<file path="src/rtl/edge_irq_pkg.sv">
package edge_irq_pkg;
  localparam int REG_W = 8;

  // strobes handed from control to datapath
  typedef struct packed {
    logic loadEn;
    logic doClear;
  } irq_stb_t;
endpackage

</file>
<file path="src/rtl/edge_irq_ctrl.sv">
module edge_irq_ctrl
  import edge_irq_pkg::*;
#(
  parameter int NUM_IRQ     = 4,
  parameter int SYNC_STAGES = 2
) (
  input  logic               clk,
  input  logic               rstN,
  input  logic [NUM_IRQ-1:0] irqIn,
  input  logic               enWrStb,
  input  logic               clrStb,
  output logic [NUM_IRQ-1:0] riseEdge,
  output irq_stb_t           stb
);
  localparam int LAST = SYNC_STAGES - 1;

  logic [SYNC_STAGES-1:0][NUM_IRQ-1:0] syncQ;
  logic [NUM_IRQ-1:0] prevQ;

  always_ff @(posedge clk or negedge rstN) begin
    if (!rstN) begin
      syncQ <= '0;
      prevQ <= '0;
    end else begin
      syncQ <= {syncQ[SYNC_STAGES-2:0], irqIn};
      prevQ <= syncQ[LAST];
    end
  end

  always_comb begin
    riseEdge    = syncQ[LAST] & ~prevQ;
    stb.loadEn  = enWrStb;
    stb.doClear = clrStb;
  end

  // a rise pulse never lasts two cycles
  assert_edge_single_R2: assert property (@(posedge clk) disable iff (!rstN)
    (|riseEdge) |=> ((riseEdge & $past(riseEdge)) == '0));
endmodule

</file>
<file path="src/rtl/edge_irq_dp.sv">
module edge_irq_dp
  import edge_irq_pkg::*;
#(
  parameter int NUM_IRQ    = 4,
  parameter bit OPEN_DRAIN = 1'b0
) (
  input  logic               clk,
  input  logic               rstN,
  input  logic [NUM_IRQ-1:0] riseEdge,
  input  irq_stb_t           stb,
  input  logic [REG_W-1:0]   wrData,
  output logic [REG_W-1:0]   statusRd,
  output logic [REG_W-1:0]   enableRd,
  output logic               intqOut,
  output logic               intqOe
);
  localparam int PAD = REG_W - NUM_IRQ;

  logic [NUM_IRQ-1:0] statusQ, enableQ, clrMask;
  logic active;

  assign clrMask = stb.doClear ? wrData[NUM_IRQ-1:0] : '0;

  always_ff @(posedge clk or negedge rstN) begin
    if (!rstN) begin
      statusQ <= '0;
      enableQ <= '0;
    end else begin
      statusQ <= (statusQ & ~clrMask) | riseEdge;
      if (stb.loadEn) enableQ <= wrData[NUM_IRQ-1:0];
    end
  end

  generate
    if (PAD > 0) begin : g_pad
      assign statusRd = {{PAD{1'b0}}, statusQ};
      assign enableRd = {{PAD{1'b0}}, enableQ};
    end else begin : g_nopad
      assign statusRd = statusQ;
      assign enableRd = enableQ;
    end
  endgenerate

  assign active = |(statusQ & enableQ);

  generate
    if (OPEN_DRAIN) begin : g_od
      assign intqOut = 1'b0;
      assign intqOe  = active;
    end else begin : g_pp
      assign intqOut = ~active;
      assign intqOe  = 1'b1;
    end
  endgenerate

  assert_enable_load_R6: assert property (@(posedge clk) disable iff (!rstN)
    stb.loadEn |=> enableQ == $past(wrData[NUM_IRQ-1:0]));

  assert_edge_wins_R5: assert property (@(posedge clk) disable iff (!rstN)
    (|riseEdge) |=> ((statusQ & $past(riseEdge)) == $past(riseEdge)));

  assert_clear_applies_R4: assert property (@(posedge clk) disable iff (!rstN)
    (stb.doClear && riseEdge == '0) |=> ((statusQ & $past(wrData[NUM_IRQ-1:0])) == '0));

  assert_status_hold_R10: assert property (@(posedge clk) disable iff (!rstN)
    (!stb.doClear && riseEdge == '0) |=> $stable(statusQ));

  assert_enable_hold_R10: assert property (@(posedge clk) disable iff (!rstN)
    !stb.loadEn |=> $stable(enableQ));
endmodule

</file>
<file path="src/rtl/edge_irq_top.sv">
module edge_irq_top
  import edge_irq_pkg::*;
#(
  parameter int NUM_IRQ     = 4,
  parameter int SYNC_STAGES = 2,
  parameter bit OPEN_DRAIN  = 1'b0
) (
  input  logic               clk,
  input  logic               rstN,
  input  logic [NUM_IRQ-1:0] irqIn,
  input  logic               enWrStb,
  input  logic               clrStb,
  input  logic [REG_W-1:0]   wrData,
  output logic [REG_W-1:0]   statusRd,
  output logic [REG_W-1:0]   enableRd,
  output logic               intqOut,
  output logic               intqOe
);
  logic [NUM_IRQ-1:0] riseEdge;
  irq_stb_t stb;

  edge_irq_ctrl #(.NUM_IRQ(NUM_IRQ), .SYNC_STAGES(SYNC_STAGES)) ctrl_i (
    .clk(clk), .rstN(rstN), .irqIn(irqIn), .enWrStb(enWrStb),
    .clrStb(clrStb), .riseEdge(riseEdge), .stb(stb));

  edge_irq_dp #(.NUM_IRQ(NUM_IRQ), .OPEN_DRAIN(OPEN_DRAIN)) dp_i (
    .clk(clk), .rstN(rstN), .riseEdge(riseEdge), .stb(stb), .wrData(wrData),
    .statusRd(statusRd), .enableRd(enableRd), .intqOut(intqOut), .intqOe(intqOe));
endmodule

</file>
<file path="config.mk">
export PLATFORM = sky130hd
export DESIGN_NAME = edge_irq_top
export DESIGN_NICKNAME = d
export VERILOG_FILES = /design/src/rtl/edge_irq_pkg.sv /design/src/rtl/edge_irq_ctrl.sv /design/src/rtl/edge_irq_dp.sv /design/src/rtl/edge_irq_top.sv
export SDC_FILE = /design/constraint.sdc
export NUM_CORES = 1
export LEC_CHECK = 0
export ABC_AREA = 1
export BUFFER_PORTS_ARGS = -buffer_cell sky130_fd_sc_hd__buf_2
export CELL_PAD_IN_SITES_DETAIL_PLACEMENT = 1
export CELL_PAD_IN_SITES_GLOBAL_PLACEMENT = 2
export CORE_MARGIN = 2
export CORE_UTILIZATION = 25
export CTS_CLUSTER_DIAMETER = 50
export DETAILED_ROUTE_END_ITERATION = 7
export MAX_ROUTING_LAYER = met4
export PLACE_DENSITY_LB_ADDON = 0.1
export SYNTH_ARGS = -nofsm -noshare
export SYNTH_HDL_FRONTEND = slang
export SYNTH_SLANG_ARGS = --single-unit
export TNS_END_PERCENT = 10
</file>
<file path="constraint.sdc">
create_clock -name clk -period 0.8 [get_ports clk]
set_clock_uncertainty 0.05 [all_clocks]
set_input_delay 0.04 -clock clk [delete_from_list [all_inputs] [get_ports clk]]
set_output_delay 0.04 -clock clk [all_outputs]
set_load 0.05 [all_outputs]
</file>
==> results of run 1 <==
## layout make-up
| cell class | count | area [um2] |
|---|---|---|
| multi-input combinational | 36 | 176.4 |
| sequential | 20 | 510.5 |
| fill | 311 | 1570 |
| clock buffer | 4 | 36.28 |
| timing repair buffer | 41 | 371.6 |
| tap | 31 | 38.79 |
| inverter | 8 | 30.03 |
## path summary, 6_finish.rpt
check / to
worst max-delay path: intqOut
worst min-delay path: ctrl_i.prevQ[3]
worst max register to register: dp_i.enableQ[3]
worst min register to register: ctrl_i.syncQ[6]
max in group asynchronous: dp_i.statusQ[0]
min in group clk: ctrl_i.syncQ[6]
## metrics by stage
step                area (um2)    util  setup TNS [ns]  instances  power [uW]
floorplan                763.2       -         -0.4505         73        1523
global placement         894.6  0.3272         -0.2249        123        1669
detailed placement       894.6  0.3272         -0.2672        123        1676
CTS                       1127  0.4124          -3.000        138        2427
global route              1164  0.4256          -3.836        140        2571
finish                    1164  0.4256          -3.124        140        2431
## cell usage after synthesis
library cell | n | area, um2
sky130_fd_sc_hd__conb_1 | 2 | 7.510
sky130_fd_sc_hd__nand2_1 | 18 | 67.56
sky130_fd_sc_hd__nor2_1 | 1 | 3.750
sky130_fd_sc_hd__o21ai_0 | 8 | 40.04
sky130_fd_sc_hd__buf_4 | 9 | 67.56
sky130_fd_sc_hd__dfrtp_1 | 20 | 500.5
sky130_fd_sc_hd__inv_1 | 8 | 30.03
## routing by layer
metal	track usage	vias up	wire length, um
li1	-	266	-
met1	0.1135	255	580
met2	0.1623	18	717
met3	0.02721	0	80
met4	0.05980	0	0
met5	-	-	0
## registers in the layout (all words and copies together), names as in the netlist
| name | cells |
|---|---|
| dp_i.enableQ | 4 |
| dp_i.statusQ | 4 |
| ctrl_i.prevQ | 4 |
| ctrl_i.syncQ | 8 |
## kinds of logic after synthesis
logic type             Yosys count  synth area share
DFF                             20            0.6981
buffers and inverters           17            0.1361
AOI/OAI and AO/OA                8           0.05585
and+or+nand+nor                 19           0.09946
other                            2           0.01048
## what timing repair did
action	CTS	global route
endpoints found under the setup margin	17	17
pin swaps	6	4
endpoints found under the hold margin	32	0
resized for setup	35	10
hold buffers	11	0
buffers inserted	0	2
## report_power, final
part / internal [uW] / switching (uW) / total [uW] / leakage [uW]
clock network: 277 / 304 / 582 / 0.0000210
logic: 288 / 428 / 716 / 0.000331
registers: 1090 / 44.1 / 1130 / 0.000225
## worst reg2reg max path, delay by kind of cell (launching register included)
kind	cells	cell delay, ns
compound gates	1	0.05
flops	1	0.43
buf+inv	3	0.28
==> flow_metrics.tcl, run 1 <==
set metrics [dict create \
    grt_setup_unrepaired "true" \
    dr.first_iter.drc_count 4 \
    design.final.nets 126 \
    grt.total_usage 0.1018 \
    detailed_route_drc_error_count 0 \
    hp-class "in2async" \
    clk-insertion-delay-late_ns 0.30 \
    netlist-cell-type-count 7 \
    synthesis_stage_register_bit_count 20 \
    critical_path.startpoint_type "register" \
    final_critical_delay_including_setup_and_external_delays_ns 1.200 \
    critical_path.max_fanout 2 \
    antenna_found_initial 0 \
    run_status "complete, but fails checks" \
    worst_path_most_repeated_cell "sky130_fd_sc_hd__nand2_2" \
    final_critical_path_setup_slack_ns -0.4001 \
    syn-instance-count 66 \
    critPathTopFamily "flip-flops" \
    floorplan.die.height_um 57.55 \
    cts_buffer_depth 2 \
    worstRegToRegCells 4 \
    most-common-layout-cells "sky130_fd_sc_hd__buf_6 (15), sky130_fd_sc_hd__dfrtp_1 (12), sky130_fd_sc_hd__dlygate4sd3_1 (11), sky130_fd_sc_hd__buf_2 (11), sky130_fd_sc_hd__nand2_1 (10)" \
    ys.warnings.count 0 \
    max_clock_freq_ghz 0.8332 \
    clock_tree.htree_level_count 1 \
    avgRoutedWirePerCell_um 9.843 \
    first_global_vias 562 \
    worst_path_class_setup "reg2out" \
    endpoint_kind "primary output" \
    flow.area_growth_from_synthesis_pct 62.30 \
    max-cap-violations 0 \
    antenna_cells 0 \
    portBuffers 20 \
    clk_pin_slew_ns 0.11 \
    global_route_wire_length_before_repair_mm 2.401 \
    p_leak_uw 0.0005777 \
    fin_crit_sh 1.500 \
    slew_viol_final 0 \
    timing.critical_path.cells "nand2_2, nand2_2, nor2_4, buf_8" \
    cp.depth 4 \
    finalSetupViolations 14 \
    reg2reg_from "dp_i.enableQ[3]" \
    timing.critical_path.arrival_ns 1.11 \
    critical_path.startpoint "dp_i.enableQ[3]" \
    design.die.area_um2 3312 \
    vdd_ir_drop_max_mv 1.134 \
    horizontal_die_dimension_um 57.55 \
    hold_ws_ns 0.1605 \
    routed_via_density 3.850 \
    avg_synthesized_cell_area_um2 10.86 \
    cts_root_buffer "sky130_fd_sc_hd__clkbuf_4" \
    cts-buffers-inserted 3 \
    dp_slack_ns -0.1647 \
    fraction_of_the_yosys_area_taken_by_sequential_cells 0.6981 \
    floorplan.core_area_um2 2734 \
    ff2ff_setup_slack_ns -0.11 \
    critPathRequiredTime_ns 0.71 \
    detail_route.first_pass.iterations 4 \
    power_density_nw_per_um2 2089 \
    initial_utilization 0.2622 \
    placement_rows 19 \
    cp_slowest_cell "sky130_fd_sc_hd__dfrtp_2" \
    globalRouteOverflowTotal 0 \
    ant_nets 0 \
    cp_slowest_stage_delay_ns 0.43 \
    cts_tree "done" \
    place.detailed.hpwl_um 947.8 \
    grt_start_max_net_pins 21 \
    violations "negative setup slack" \
    finalWirelength_mm 1.378 \
    gp_congestion 0.6213 \
    total_i_o_pin_count 34 \
    layout_cell_share_with_drive_strength_beyond_1 0.5046 \
    synthesis.area_um2 716.9 \
    commonest_non_fill_non_tap_cell_in_the_layout "sky130_fd_sc_hd__buf_6" \
    num_vias 539 \
    final-hold-violation-count 0 \
    number_of_clock_sinks 20 \
    crit_buf_inv 1 \
]
(Power assumes the default switching activity.)
==> inputs of run 2 (changes only) <==
--- a/config.mk
+++ b/config.mk
@@ -18,4 +18,4 @@
 export SYNTH_ARGS = -nofsm -noshare
 export SYNTH_HDL_FRONTEND = slang
 export SYNTH_SLANG_ARGS = --single-unit
-export TNS_END_PERCENT = 10
+export TNS_END_PERCENT = 20
==> run 2 against run 1 <==
  * The run still ends with negative setup slack left
  * Sequential power barely moved
  * Combinational power rose by 6.4%
  * Non-clock buffer count rose by 2
  * Sequential share of layout area down 1.5 points
  * Cell count increased by 1.4%
  * Setup slack about the same
  * Utilization is 1.5 points higher
  * Maximum frequency about the same
  * Worst hold slack better by 0.0013 ns
  * Critical path depth is the same
  * Via count up 2.8%
  * Register-to-register slack worse by 0.09 ns
==> flow_metrics.tcl, run 2 (same netlist as run 1, synthesis figures left out) <==
set metrics [dict create \
    critical_path.startpoint_type "register" \
    vdd_ir_drop_max_mv 1.136 \
    p_int_uw 1691 \
    p_leak_uw 0.0005942 \
    p_comb_frac 0.308 \
    clock_tree.htree_level_count 1 \
    endpoint_kind "primary output" \
    hp-class "in2async" \
    number_of_clock_sinks 20 \
    global_route_wire_length_before_repair_mm 2.380 \
    avgRoutedWirePerCell_um 9.634 \
    net_sw_power_uw 785.3 \
    finalWirelength_mm 1.368 \
    cts-buffers-inserted 3 \
    floorplan.die.height_um 57.55 \
    final_critical_delay_including_setup_and_external_delays_ns 1.201 \
    horizontal_die_dimension_um 57.55 \
    timing.critical_path.arrival_ns 1.11 \
    portBuffers 20 \
    grt.total_usage 0.1008 \
    area.sequential_um2 510.5 \
    violations "negative setup slack" \
    clk_pin_slew_ns 0.11 \
    cts_tree "done" \
    placed_instance_area_um2 894.6 \
    initial_utilization 0.2622 \
    detail_route.first_pass.iterations 3 \
    place.detailed.hpwl_um 947.8 \
    design.final.nets 128 \
    num_vias 554 \
    post-layout-total-power_uw 2476 \
    most-common-layout-cells "sky130_fd_sc_hd__buf_6 (16), sky130_fd_sc_hd__dfrtp_1 (12), sky130_fd_sc_hd__dlygate4sd3_1 (11), sky130_fd_sc_hd__buf_2 (11)" \
    placement_rows 19 \
    count_of_filler_cells_inserted_in_the_layout 314 \
    run_status "complete, but fails checks" \
    seq_power_share 0.458 \
    grt_setup_unrepaired "true" \
    multi_input_combinational_cell_area_um2 182.7 \
    largest_register_ffs 8 \
    layout.cell_area.non_filler_um2 1204 \
    gp_congestion 0.6213 \
    worst_path_class_setup "reg2out" \
    fin_crit_sh 1.501 \
    dr.first_iter.drc_count 3 \
    slew_viol_final 0 \
    antenna_cells 0 \
    cts_buffer_depth 2 \
    clock_power_share 0.234 \
    critical_path.max_fanout 2 \
    cts_root_buffer "sky130_fd_sc_hd__clkbuf_4" \
    hold_ws_ns 0.1619 \
    total_i_o_pin_count 34 \
    globalRouteOverflowTotal 0 \
    regMostFlops "ctrl_i.syncQ" \
    netSwitchingFraction 0.3172 \
    flow.area_growth_from_synthesis_pct 67.89 \
    clk-insertion-delay-late_ns 0.29 \
    final_critical_path_setup_slack_ns -0.4006 \
    antenna_found_initial 0 \
    design.die.area_um2 3312 \
    final-hold-violation-count 0 \
    commonest_non_fill_non_tap_cell_in_the_layout "sky130_fd_sc_hd__buf_6" \
    critPathRequiredTime_ns 0.71 \
    first_global_vias 559 \
    layout.core_utilization 0.4403 \
    ant_nets 0 \
    grt_start_max_net_pins 21 \
    routed_via_density 3.901 \
    finalSetupViolations 14 \
    floorplan.core_area_um2 2734 \
    power_density_nw_per_um2 2057 \
    layout_cell_share_with_drive_strength_beyond_1 0.5405 \
    max-cap-violations 0 \
    max_clock_freq_ghz 0.8329 \
    detailed_route_drc_error_count 0 \
    finalSetupTns_ns -3.367 \
]
[run 2: final timing paths]
path,from,end,slack [ns],cells past startpoint
max,dp_i.statusQ[3],intqOut,-0.40,4
min,rstN,ctrl_i.prevQ[1],0.16,2
max reg2reg,dp_i.statusQ[2],dp_i.statusQ[2],-0.20,5
min reg2reg,ctrl_i.syncQ[2],ctrl_i.syncQ[6],0.31,0
max in group asynchronous,rstN,dp_i.statusQ[0],0.21,2
min in group clk,ctrl_i.syncQ[2],ctrl_i.syncQ[6],0.31,0
[run 2: layout make-up]
class / instances / share of cell area
Clock buffer: 4 / 0.03015
Inverter: 8 / 0.02495
Tap cell: 31 / 0.03222
Multi-Input combinational cell: 36 / 0.1518
Timing Repair Buffer: 43 / 0.3368
Sequential cell: 20 / 0.4241
[run 2: power groups by stage]
stage	clock (uW)	sequential [uW]	combinational [uW]
3_5_place_dp	0	1140	535
2_1_floorplan	0	1290	229
5_1_grt	663	1140	812
3_3_place_gp	0	1140	531
6_report	579	1130	762
4_1_cts	614	1130	698
[run 2: worst max-delay path, stage by stage, from the launching register on]
cell and delay (ns):
sky130_fd_sc_hd__dfrtp_2 0.43, sky130_fd_sc_hd__nand2_2 0.07, sky130_fd_sc_hd__nand2_2 0.06, sky130_fd_sc_hd__nor2_4 0.11, sky130_fd_sc_hd__buf_8 0.15
[run 2: per-layer routing]
layer  global-route usage  vias to the layer above  routed length [um]
met4              0.05980                        0                   9
met3              0.02721                        2                  75
li1                     -                      271                   -
met2               0.1575                       18                 700
met5                    -                        -                   0
met1               0.1149                      263                 583
[run 2: through the flow]
| step | cells | worst slack, ns |
|---|---|---|
| floorplan | 73 | -0.2556 |
| global placement | 123 | -0.1615 |
| detailed placement | 123 | -0.1647 |
| CTS | 139 | -0.4092 |
| global route | 142 | -0.4800 |
| finish | 142 | -0.4006 |
[run 2: repair_timing]
| item | 4_1_cts | 5_1_grt |
|---|---|---|
| pin swaps | 6 | 3 |
| endpoints found under the hold margin | 32 | 0 |
| hold buffers | 11 | 0 |
| gates resized for setup | 37 | 16 |
| buffers inserted | 1 | 3 |
| setup endpoints to repair | 17 | 17 |
==> inputs of run 3 (changes only) <==
--- a/config.mk
+++ b/config.mk
@@ -9,12 +9,13 @@
 export BUFFER_PORTS_ARGS = -buffer_cell sky130_fd_sc_hd__buf_2
 export CELL_PAD_IN_SITES_DETAIL_PLACEMENT = 1
 export CELL_PAD_IN_SITES_GLOBAL_PLACEMENT = 2
-export CORE_MARGIN = 2
+export CORE_MARGIN = 3
 export CORE_UTILIZATION = 25
 export CTS_CLUSTER_DIAMETER = 50
 export DETAILED_ROUTE_END_ITERATION = 7
 export MAX_ROUTING_LAYER = met4
 export PLACE_DENSITY_LB_ADDON = 0.1
+export SKIP_LAST_GASP = 1
 export SYNTH_ARGS = -nofsm -noshare
 export SYNTH_HDL_FRONTEND = slang
 export SYNTH_SLANG_ARGS = --single-unit
==> run 3 against run 2 <==
  * The run still ends with negative setup slack left
  * Sequential power is essentially flat
  * Setup slack gained 0.0063 ns
  * First-iteration DRC count shrank 67%
  * Clock power grew 38%
  * Critical path type unchanged
  * Largest power group unchanged
==> flow_metrics.tcl, run 3 (same netlist as run 1, synthesis figures left out) <==
set metrics [dict create \
    run_status "complete, but fails checks" \
    violations "negative setup slack" \
    worstRegToRegCells 4 \
    p_leak_uw 0.0005644 \
    globalRouteOverflowTotal 0 \
    first_global_vias 566 \
    grt.total_usage 0.09112 \
    layout.core_utilization 0.4295 \
    antenna_found_initial 0 \
    max_clock_freq_ghz 0.8373 \
    total_i_o_pin_count 34 \
    cp_slowest_cell "sky130_fd_sc_hd__dfrtp_2" \
    layout.cell_area.non_filler_um2 1112 \
    cp_slowest_stage_delay_ns 0.43 \
    finalSetupViolations 17 \
    worst_path_most_repeated_cell "sky130_fd_sc_hd__nand2_2" \
    grt_setup_unrepaired "true" \
    timing.critical_path.cells "nand2_2, nand2_2, nor2_4, buf_6" \
    global_route_wire_length_before_repair_mm 2.277 \
    dr.first_iter.drc_count 1 \
    horizontal_die_dimension_um 59.55 \
    regMostFlops "ctrl_i.syncQ" \
    fin_crit_sh 1.493 \
    dp_slack_ns -0.1742 \
    max-cap-violations 0 \
    portBuffers 20 \
    flow.area_growth_from_synthesis_pct 55.15 \
    critical_path.startpoint_type "register" \
    critical_path.max_fanout 2 \
    design.final.nets 124 \
    commonest_non_fill_non_tap_cell_in_the_layout "sky130_fd_sc_hd__buf_2" \
    cts-buffers-inserted 3 \
    finalSetupTns_ns -3.267 \
    clk-insertion-delay-late_ns 0.29 \
    cts_root_buffer "sky130_fd_sc_hd__clkbuf_4" \
    detailed_route_drc_error_count 0 \
    place.detailed.hpwl_mm 1.044 \
    antenna_cells 0 \
    largest_register_ffs 8 \
    worst_path_class_setup "reg2out" \
    clk_pin_slew_ns 0.11 \
    final-hold-violation-count 0 \
    design.die.area_um2 3546 \
    initial_utilization 0.2768 \
    worst_hold_path.num_cells 4 \
    floorplan.die.height_um 59.55 \
    final_critical_delay_including_setup_and_external_delays_ns 1.194 \
    grt_start_max_net_pins 21 \
    hold_ws_ns 0.009999 \
    placed_instance_area_um2 893.4 \
    routed_via_density 3.825 \
    finalWirelength_mm 1.383 \
    final_critical_path_setup_slack_ns -0.3943 \
    count_of_filler_cells_inserted_in_the_layout 290 \
    critPathRequiredTime_ns 0.71 \
    gp_congestion 0.6399 \
    layout_cell_share_with_drive_strength_beyond_1 0.4486 \
    most-common-layout-cells "sky130_fd_sc_hd__buf_2 (15), sky130_fd_sc_hd__nand2_1 (12), sky130_fd_sc_hd__dfrtp_1 (12)" \
    detail_route.first_pass.iterations 2 \
    cts_tree "done" \
    hp-class "in2reg" \
    endpoint_kind "primary output" \
    num_vias 524 \
    floorplan.core_area_um2 2590 \
    timing.critical_path.arrival_ns 1.10 \
    placement_rows 18 \
    power_density_nw_per_um2 2315 \
    cts_buffer_depth 2 \
    slew_viol_final 0 \
    number_of_clock_sinks 20 \
    avgRoutedWirePerCell_um 10.09 \
    vdd_ir_drop_max_mv 1.576 \
    ant_nets 0 \
    clock_tree.htree_level_count 1 \
]
==> run 3: cell types whose count changed in the layout (fill, tap and decap cells not counted), moves of 2 or more <==
cell,before,now
sky130_fd_sc_hd__buf_6,16,5
sky130_fd_sc_hd__o21ai_0,0,8
sky130_fd_sc_hd__o21ai_1,6,0
sky130_fd_sc_hd__buf_4,2,7
sky130_fd_sc_hd__buf_2,11,15
sky130_fd_sc_hd__inv_1,4,8
sky130_fd_sc_hd__inv_2,4,0
sky130_fd_sc_hd__nand2_1,9,12
sky130_fd_sc_hd__nand2_2,9,6
sky130_fd_sc_hd__o21ai_2,2,0
==> run 3: repair_timing <==
action / 4_1_cts / 5_1_grt
gates resized for setup: 13 / 8
pin swaps: 5 / 0
hold buffers: 10 / 0
setup buffers: 0 / 1
endpoints found under the hold margin: 32 / 0
setup endpoints to repair: 17 / 17
==> run 3: area by class of cell <==
| class | instances | area [um2] | share of cell area |
|---|---|---|---|
| sequential | 20 | 510.5 | 0.4589 |
| tap | 30 | 37.54 | 0.03375 |
| timing repair buffer | 39 | 314.1 | 0.2823 |
| multi-input combinational | 36 | 167.7 | 0.1507 |
| clock buffer | 3 | 22.52 | 0.02025 |
| clock inverter | 1 | 30.03 | 0.02700 |
| inverter | 8 | 30.03 | 0.02700 |
==> run 3: critical path, delay by kind of cell, from the launching register on <==
kind                   cells  cell delay (ns)
flip-flops                 1             0.43
buffers and inverters      1             0.16
AND/OR/NAND/NOR            3             0.23
==> run 3: worst paths after layout <==
kind                                       from         endpoint  slack (ns)
max in group asynchronous                  rstN  dp_i.enableQ[3]        0.22
worst min-delay path                     clrStb  dp_i.statusQ[0]        0.01
worst max-delay path            dp_i.statusQ[1]          intqOut       -0.39
worst min register to register  ctrl_i.syncQ[0]  ctrl_i.syncQ[4]        0.31
worst max register to register  dp_i.enableQ[1]  dp_i.enableQ[1]       -0.14
min in group asynchronous                  rstN  ctrl_i.syncQ[5]        0.16
==> run 3: per-stage QoR <==
step | power [uW] | instances
floorplan | 1523 | 73
global placement | 1670 | 122
detailed placement | 1681 | 122
CTS | 2585 | 136
global route | 2709 | 137
finish | 2575 | 137
==> run 3: report_power, final <==
group          total (uW)  switching (uW)  internal [uW]
Clock                 800             294            506
Combinational         643             411            232
Sequential           1130            42.3           1090
==> run 3: per-layer routing <==
layer	vias to the layer above	track usage	wire, um
li1	262	-	-
met1	243	0.08299	580
met2	17	0.1732	703
met3	2	0.03922	85
met4	0	0.01899	13
met5	-	-	0
